==> config.mk <==
export PLATFORM = sky130hd
export DESIGN_NAME = fp_status_ctl
export DESIGN_NICKNAME = d
export VERILOG_FILES = /design/src/rtl/fp_status_pkg.sv /design/src/rtl/fp_round_ctl.sv /design/src/rtl/fp_flag_merge.sv /design/src/rtl/fp_trap_out.sv /design/src/rtl/fp_status_ctl.sv
export SDC_FILE = /design/constraint.sdc
export NUM_CORES = 1
export LEC_CHECK = 0
export BUFFER_PORTS_ARGS = -buffer_cell sky130_fd_sc_hd__buf_2
export CAP_MARGIN = 25
export CORE_MARGIN = 2
export CORE_UTILIZATION = 35
export DETAILED_ROUTE_END_ITERATION = 16
export PLACE_DENSITY = 0.73
export SYNTH_ARGS = -nofsm -noshare
export SYNTH_HDL_FRONTEND = slang
export SYNTH_SLANG_ARGS = --single-unit
==> constraint.sdc <==
create_clock -name clk -period 3.56 [get_ports clk]
set_clock_uncertainty 0.2 [all_clocks]
set_input_delay 0.356 -clock clk [delete_from_list [all_inputs] [get_ports clk]]
set_output_delay 0.356 -clock clk [all_outputs]
set_load 0.05 [all_outputs]
==> src/rtl/fp_status_pkg.sv <==
package fp_status_pkg;

    localparam int unsigned WORD_W   = 32;
    localparam int unsigned EXC_W    = 5;
    localparam int unsigned RM_W     = 2;
    localparam int unsigned CODE_W   = 12;

    localparam logic [WORD_W-1:0] WR_MASK   = 32'h003F_FFFF;
    localparam logic [RM_W-1:0]   RM_TOZERO = 2'b01;
    localparam logic [CODE_W-1:0] FPU_TRAP_CODE = 12'h120;

    // Exception bit positions inside the 5-bit vector
    localparam int unsigned EX_INEXACT  = 0;
    localparam int unsigned EX_UNDER    = 1;
    localparam int unsigned EX_OVER     = 2;
    localparam int unsigned EX_DIVZERO  = 3;
    localparam int unsigned EX_INVALID  = 4;

    typedef logic [EXC_W-1:0] exc_vec_t;

    // Word layout, MSB first: reserved 31:22, spare 21:19, denormal 18,
    // spare 17, cause 16:12, enable 11:7, flags 6:2, rounding 1:0
    typedef struct packed {
        logic [9:0] rsvd;
        logic [2:0] spare_hi;
        logic       dnorm;
        logic       spare_lo;
        exc_vec_t   cause;
        exc_vec_t   enable;
        exc_vec_t   flags;
        logic [RM_W-1:0] rmode;
    } status_word_t;

    typedef struct packed {
        logic      valid;
        logic      cmp;
        logic      unordered;
        exc_vec_t  exc;
    } op_report_t;

    function automatic status_word_t apply_load(input logic [WORD_W-1:0] d);
        return status_word_t'(d & WR_MASK);
    endfunction

    function automatic logic op_qualifies(input op_report_t r, input logic ld);
        return r.valid && !ld && !(r.cmp && !r.unordered);
    endfunction

endpackage

==> src/rtl/fp_round_ctl.sv <==
module fp_round_ctl
    import fp_status_pkg::*;
(
    input  logic [RM_W-1:0] rmode,
    input  logic            dnorm,
    output logic            rnd_trunc,
    output logic            flush_zero
);
    always_comb begin
        rnd_trunc  = (rmode == RM_TOZERO);
        flush_zero = dnorm;
    end
endmodule

==> src/rtl/fp_flag_merge.sv <==
module fp_flag_merge
    import fp_status_pkg::*;
#(
    parameter int unsigned N_EXC = EXC_W
) (
    input  status_word_t cur,
    input  exc_vec_t     exc,
    output status_word_t nxt,
    output logic         trap_hit
);
    logic [N_EXC-1:0] cause_new;
    logic [N_EXC-1:0] armed;

    generate
        for (genvar i = 0; i < N_EXC; i++) begin : g_bit
            assign cause_new[i] = cur.cause[i] | exc[i];
            assign armed[i]     = cause_new[i] & cur.enable[i];
        end
    endgenerate

    always_comb begin
        nxt       = cur;
        nxt.flags = exc;
        nxt.cause = cause_new;
        trap_hit  = (|exc) && (|armed);
    end
endmodule

==> src/rtl/fp_trap_out.sv <==
module fp_trap_out
    import fp_status_pkg::*;
(
    input  logic              clk,
    input  logic              rst,
    input  logic              fire,
    output logic              trap_req,
    output logic [CODE_W-1:0] trap_code
);
    always_ff @(posedge clk) begin
        if (rst) begin
            trap_req  <= 1'b0;
            trap_code <= '0;
        end else begin
            trap_req  <= fire;
            trap_code <= fire ? FPU_TRAP_CODE : '0;
        end
    end
endmodule

==> src/rtl/fp_status_ctl.sv <==
module fp_status_ctl
    import fp_status_pkg::*;
(
    input  logic              clk,
    input  logic              rst,
    input  logic              ld_en,
    input  logic [31:0]       ld_data,
    output logic [31:0]       csr_value,
    input  logic              op_done,
    input  logic              op_cmp,
    input  logic              op_unordered,
    input  logic [4:0]        op_exc,
    output logic              rnd_trunc,
    output logic              flush_zero,
    output logic              trap_req,
    output logic [11:0]       trap_code
);
    status_word_t word_q;
    status_word_t word_upd;
    op_report_t   rpt;
    logic         take_op;
    logic         hit;

    always_comb begin
        rpt.valid     = op_done;
        rpt.cmp       = op_cmp;
        rpt.unordered = op_unordered;
        rpt.exc       = op_exc;
        take_op       = op_qualifies(rpt, ld_en);
    end

    fp_flag_merge #(.N_EXC(EXC_W)) u_merge (
        .cur      (word_q),
        .exc      (rpt.exc),
        .nxt      (word_upd),
        .trap_hit (hit)
    );

    always_ff @(posedge clk) begin
        if (rst)          word_q <= '0;
        else if (ld_en)   word_q <= apply_load(ld_data);
        else if (take_op) word_q <= word_upd;
    end

    fp_round_ctl u_round (
        .rmode      (word_q.rmode),
        .dnorm      (word_q.dnorm),
        .rnd_trunc  (rnd_trunc),
        .flush_zero (flush_zero)
    );

    fp_trap_out u_trap (
        .clk       (clk),
        .rst       (rst),
        .fire      (take_op && hit),
        .trap_req  (trap_req),
        .trap_code (trap_code)
    );

    assign csr_value = word_q;
endmodule

; ---- Word level (Yosys, flattened, before mapping)
; Cells that the tools add are included.
[word_totals]
register_bits = 35
out_inout_bits = 47
wordCells = 34
[op_classes]
eq_ne = 1
mux = 3
bitwise_logic = 10
reduce_logical = 11
[op_table]
columns = operator, n
row1 = 2-to-1 mux 22 bit, 1
row2 = 2-to-1 mux 17 bit, 1
row3 = OR reduction 5 bit, 2
row4 = 2-to-1 mux 9 bit, 1
row5 = AND 1 bit, 5
row6 = logical AND 1 bit, 5
row7 = OR 1 bit, 5
row8 = zero test 1 bit, 3
row9 = "equality test 2 x 1 -> 1 bit, second input constant", 1
row10 = nonzero test 2 bit, 1

; ---- Longest topological paths before layout
; Gate-level depths: netlist of run 1.
[depth]
word_depth = 6
depth_mapped = 4
ltp_nobuf = 3

; ---- Cells and area by module
; From an unflattened synthesis of run 1, not the netlist that was laid out.
[hier_totals]
cells_unflattened = 205
hier_area_um2 = 2034.5
[modules_own_cells]
columns = module, instances, cells_each, area_per_inst_um2, seq_area_each_um2
row1 = fp_status_ctl, 1, 150, 1614.0, 640.6
row2 = fp_flag_merge, 1, 38, 271.5, 0.0
row3 = fp_trap_out, 1, 15, 127.6, 20.0
row4 = fp_round_ctl, 1, 2, 21.3, 0.0

; ---- Worst setup path after synthesis of run 1
; No wires, ideal clock.
[synth_path]
path_kind = reg-to-output
startpoint = reg word_q, in the netlist csr_value[0]
endpoint = out rnd_trunc
arrival_ps = 1409
required_time_ps = 3004
slack_ps = 1595
stages_incl_launch_ff = 2
n_path_buf = 0
path_cell_list = dfxtp_1 nor2b_1
[synth_between]
elab_chain_len = 1
[synth_lines]
columns = element, line_no
row1 = start: declaration, fp_status_ctl.sv:18  ; status_word_t word_q;
row2 = start signal: assignment, fp_status_ctl.sv:41  ; else if (ld_en) word_q <= apply_load(ld_data);
row3 = start signal: assignment, fp_status_ctl.sv:42  ; else if (take_op) word_q <= word_upd;
row4 = equality test 2 x 1 -> 1 bit, fp_round_ctl.sv:10  ; rnd_trunc = (rmode == RM_TOZERO);
row5 = end: declaration, fp_status_ctl.sv:13  ; output logic rnd_trunc,
; No other way between the ends.

; ---- Worst setup path in the final report of run 1
; Ends and elaborated chain as after synthesis.

==> qor.yml, run 1 <==
place:
  gp_congestion: 0.808
  numPortBuffers: 59
  placed_area_mm2: 0.00135
  pre_cts_ws_ns: 1.87
  dp_hpwl_mm: 1.82
  place_inst: 216
yosys:
  synthArstFlopShare: 0
  yosys.area.top_type: "dfxtp_1"
  synth.distinct_cells: 21
  synth-seq-cells: 23
  ys_warn_count: 0
  synth_area_mm2: 0.00114
  syn_inst: 122
  synth.avg_cell_area_um2: 9.32
  synth_top_cells_by_area: "dfxtp_1, buf_4, mux2i_1"
  ys.flop_type: "dfxtp_1"
  synth-edff-count: 0
  synth_most_common_cell: "buf_4"
  yosysTopAreaCellShare: 0.405
  synthTopCellsByCount: "buf_4, dfxtp_1, mux2i_1"
  yosysSeqAreaShare: 0.405
clocking:
  cts_buffers: 3
  cts_setup_buffers: 0
  cts.sinks: 23
  clock_path_buffers: 2
  clkSlewWorstSetupHoldPaths_ns: 0.12
  htreeDepth: 1
  insertion_delay_ns: 0.30
  root_buffer: "clkbuf_4"
  cts_resized: 0
  ctsHoldBuffers: 0
  cts_tree: "done"
timing:
  slew_headroom: 0.570
  post-route-period-util: 0.447
  period_needed_ns: 1.59
  slew_viol_final: 0
  finalSetupViolations: 0
  max_freq_mhz: 628
  fin_ws_ns: 1.97
  tightest_slew_ns: 0.645
  finalSetupTns_ns: 0
  fin_hold_ws_ns: 0.0837
  timing_hold_violations_final: 0
  rsz0062_at_grt: "false"
floorplanning:
  die_h_um: 61.0
  ioPinCount: 90
  fp.dieW_um: 61.0
  initial_core_util: 0.370
  row_count: 20
  design.core.area_mm2: 0.00308
  dieArea_mm2: 0.00372
final_layout:
  fin_area_mm2: 0.00138
  utilization: 0.447
  stdcell_count: 220
  syn_to_final_growth_pct: 20.9
  insertedDiodeCount: 0
  fin_nets: 220
  nFillCells: 333
  drive_gt1_frac: 0.375
power:
  p_total_mw: 0.593
  worst_ir_drop_vdd_uv: 144
  p_leak_nw: 0.723
  power_density_mw_per_mm2: 431
grt:
  antenna_found_initial: 0
  grt_pass1_vias: 782
  grt_pass1_wl_mm: 3.39
  gr-total-overflow: 0
  grt_max_degree: 25
  grt.total_usage: 0.127
route:
  vias_per_cell: 4.48
  drt-total-wl_mm: 2.38
  dr.pass1.iters: 4
  drc_errors: 0
  ant_nets: 0
  via_count: 986
  drt_iter0_drc: 44
  wire_per_inst_um: 10.8
worst_setup_path:
  worst_ep_required_time_ns: 3.00
  cp-end-kind: "output pin"
  r2r_start: "csr_value[7]"
  path_max_fanout: 3
  r2r_cells: 3
  path_class: "register to output pin"
  r2r_end: "u_trap.trap_code[5]"
  crit_arrival_ns: 1.04
  reg2reg_setup_slack_ns: 2.23
  startpoint_type: "register"
worst_hold_path:
  min_to: "csr_value[9]"
  hold_start: "ld_data[9]"
  hp-class: "primary input to register"
  holdPathStages: 3
outcome:
  outcome: "finished, final reports clean"
flow_run:
  maxCapViolations: 0
## worst max-delay path by stage
stage / slack [ns] / startpoint / cells after the start / to
detailed placement: 1.87 / ld_en / 4 / csr_value[2]
floorplan: 1.59 / csr_value[0] / 1 / rnd_trunc
finish: 1.97 / csr_value[0] / 2 / rnd_trunc
global placement: 1.88 / ld_en / 4 / csr_value[2]
CTS: 1.95 / csr_value[0] / 2 / rnd_trunc
global route: 1.87 / csr_value[0] / 2 / rnd_trunc
## report_power, final
| group | internal [mW] | switching [mW] | total (mW) |
|---|---|---|---|
| Combinational | 0.0440 | 0.148 | 0.192 |
| Clock | 0.0436 | 0.0733 | 0.117 |
| Sequential | 0.274 | 0.0101 | 0.284 |
## layout by cell type (no fill, tap or decap), drive strengths merged
cell	n
a2111oi	1
a21oi	5
a31oi	5
and4	1
buf	59
clkbuf	4
conb	20
dfxtp	23
inv	2
mux2i	17
nand2	6
nand2b	1
nand3	5
nor2	13
nor2b	3
o211ai	5
o21ai	5
or4	1
## logic make-up after synthesis
logic type | share of synthesized area
compound gates | 0.118
buf+inv | 0.191
flops | 0.405
mux | 0.150
other cells | 0.00330
simple gates | 0.133
## registers in the layout (all words and copies together) (netlist names)
name and cells:
u_trap.trap_code 1, csr_value 22
## routing by layer
layer  GRT usage  routed length, um  part of all wire  up-vias
li1            -                  -                 -      485
met1       0.149               1030              0.43      443
met2       0.214               1090              0.46       56
met3      0.0362                243              0.10        2
met4      0.0559                 15            0.0063        0
met5           0                  0                 0        -
## critical path: stages (launching register included)
cell and delay [ns]:
dfxtp_1 0.36, nor2b_1 0.12, buf_2 0.26
## area by class of cell
type                       instances  area, um^2  area share
multi-input combinational         88         531       0.386
sequential                        23         460       0.335
timing repair buffer              59         295       0.215
tap                               44        55.1      0.0400
clock buffer                       4        26.3      0.0191
inverter                           2        7.51     0.00546
Note: power is estimated with default switching activity, not from simulation.
==> run 2, diff against run 1 <==
clock period = 1.5 ns   (was 3.56 ns; I/O delays follow)
==> run 2 against run 1 <==
Total power grew to 2.5 times the previous value. Clock power increased by 140%. Final cell count increased by 15%. First-iteration DRC count is 39% lower. Sequential cell count unchanged. Via count increased by 11%.
==> qor.yml, run 2 (same netlist as run 1, synthesis figures left out) <==
clocking:
  htreeDepth: 1
  clock_path_buffers: 2
  cts_tree: "done"
  insertion_delay_ns: 0.31
  root_buffer: "clkbuf_4"
  cts_setup_buffers: 0
  cts_resized: 0
  clkSlewWorstSetupHoldPaths_ns: 0.12
  cts_buffers: 3
  cts.sinks: 23
worst_setup_path:
  startpoint_type: "primary input"
  r2r_start: "csr_value[4]"
  r2r_end: "csr_value[4]"
  crit_path_start: "ld_data[4]"
  path_max_fanout: 1
  cp-end-kind: "register"
  reg2reg_setup_slack_ns: 0.14
  path_class: "primary input to register"
  worst_ep_required_time_ns: 1.51
  worstSetupEndpoint: "csr_value[4]"
  r2r_cells: 3
  crit_arrival_ns: 1.48
worst_hold_path:
  hp-class: "primary input to register"
floorplanning:
  die_h_um: 61.0
  ioPinCount: 90
  row_count: 20
  initial_core_util: 0.370
  design.core.area_mm2: 0.00308
  dieArea_mm2: 0.00372
  fp.dieW_um: 61.0
final_layout:
  drive_gt1_frac: 0.367
  syn_to_final_growth_pct: 51.5
  layout_common_cells: "buf_2, dlygate4sd3_1, conb_1, mux2i_1, dfxtp_1"
  fin_nets: 254
  insertedDiodeCount: 0
  final_common_cell: "buf_2"
  largest_reg_flops: 22
  stdcell_count: 254
  fin_area_mm2: 0.00172
  nFillCells: 285
route:
  vias_per_cell: 4.31
  dr.pass1.iters: 4
  via_count: 1095
  ant_nets: 0
  wire_per_inst_um: 11.4
  drt_iter0_drc: 27
  drt-total-wl_mm: 2.90
  drc_errors: 0
power:
  worst_ir_drop_vdd_uv: 345
  internal_power_mw: 0.915
  p_sw_frac: 0.384
  pwr-share-seq: 0.456
  switching_power_mw: 0.570
  power_density_mw_per_mm2: 862
  combPwrFrac: 0.352
  p_clk_frac: 0.192
  p_leak_nw: 0.855
  p_total_mw: 1.49
grt:
  grt.total_usage: 0.155
  antenna_found_initial: 0
  grt_max_degree: 24
  grt_pass1_vias: 1032
  grt_pass1_wl_mm: 4.24
  gr-total-overflow: 0
place:
  placed_area_mm2: 0.00138
  numPortBuffers: 59
  pre_cts_ws_ns: 0.210
  place_inst: 218
  gp_congestion: 0.768
  dp_hpwl_mm: 1.92
timing:
  slew_viol_final: 0
  fin_hold_ws_ns: 0.00780
  finalSetupViolations: 0
  timing_hold_violations_final: 0
  rsz0062_at_grt: "false"
  period_needed_ns: 1.46
  post-route-period-util: 0.976
  max_freq_mhz: 683
  fin_ws_ns: 0.0367
flow_run:
  maxCapViolations: 0
outcome:
  outcome: "finished, final reports clean"
[run 2: routing by layer]
| layer | part of all wire | wire [um] | track usage | vias to the layer above |
|---|---|---|---|---|
| met3 | 0.077 | 223 | 0.0277 | 5 |
| met1 | 0.41 | 1200 | 0.158 | 484 |
| met2 | 0.50 | 1440 | 0.304 | 52 |
| met5 | 0 | 0 | 0 | - |
| li1 | - | - | - | 554 |
| met4 | 0.014 | 42 | 0.0652 | 0 |
[run 2: how the worst min path moves through the flow]
stage	depth (start not counted)	end	from	slack (ns)
after global routing	4	u_trap.trap_code[5]	ld_en	0.01
after CTS	4	u_trap.trap_code[5]	ld_en	0.003
after floorplan	1	u_trap.trap_code[5]	rst	0.02
after global placement	3	csr_value[0]	ld_data[0]	0.18
after detailed placement	3	csr_value[10]	ld_data[10]	0.20
final	4	u_trap.trap_code[5]	ld_en	0.008
[run 2: through the flow]
| stage | setup TNS [ns] | util |
|---|---|---|
| 6_report | 0 | 0.560 |
| 5_1_grt | 0 | 0.560 |
| 4_1_cts | 0 | 0.560 |
| 3_5_place_dp | 0 | 0.447 |
| 3_3_place_gp | 0 | 0.447 |
| 2_1_floorplan | -0.0377 | - |
[run 2: power groups by stage]
stage	combinational (mW)	clock, mW	sequential (mW)
CTS	0.524	0.301	0.677
global placement	0.459	0	0.690
finish	0.523	0.285	0.677
detailed placement	0.461	0	0.690
floorplan	0.270	0	0.823
global route	0.554	0.325	0.681
[run 2: cell type report]
class,instances,area (um^2),area share
Inverter,2,7.51,0.00436
Clock buffer,4,26.3,0.0153
Sequential cell,23,470,0.273
Tap cell,44,55.1,0.0320
Timing Repair Buffer,93,631,0.366
Multi-Input combinational cell,88,533,0.309
[run 2: what timing repair did]
item | in CTS | in global routing
hold endpoints to repair | 23 | 4
endpoints found under the setup margin | 0 | 4
hold buffers | 32 | 4
[run 2: worst max-delay path, stage by stage]
cell	delay, ns
dlygate4sd3_1	0.52
buf_2	0.12
nand2_1	0.05
a31oi_1	0.07
dlygate4sd3_1	0.56
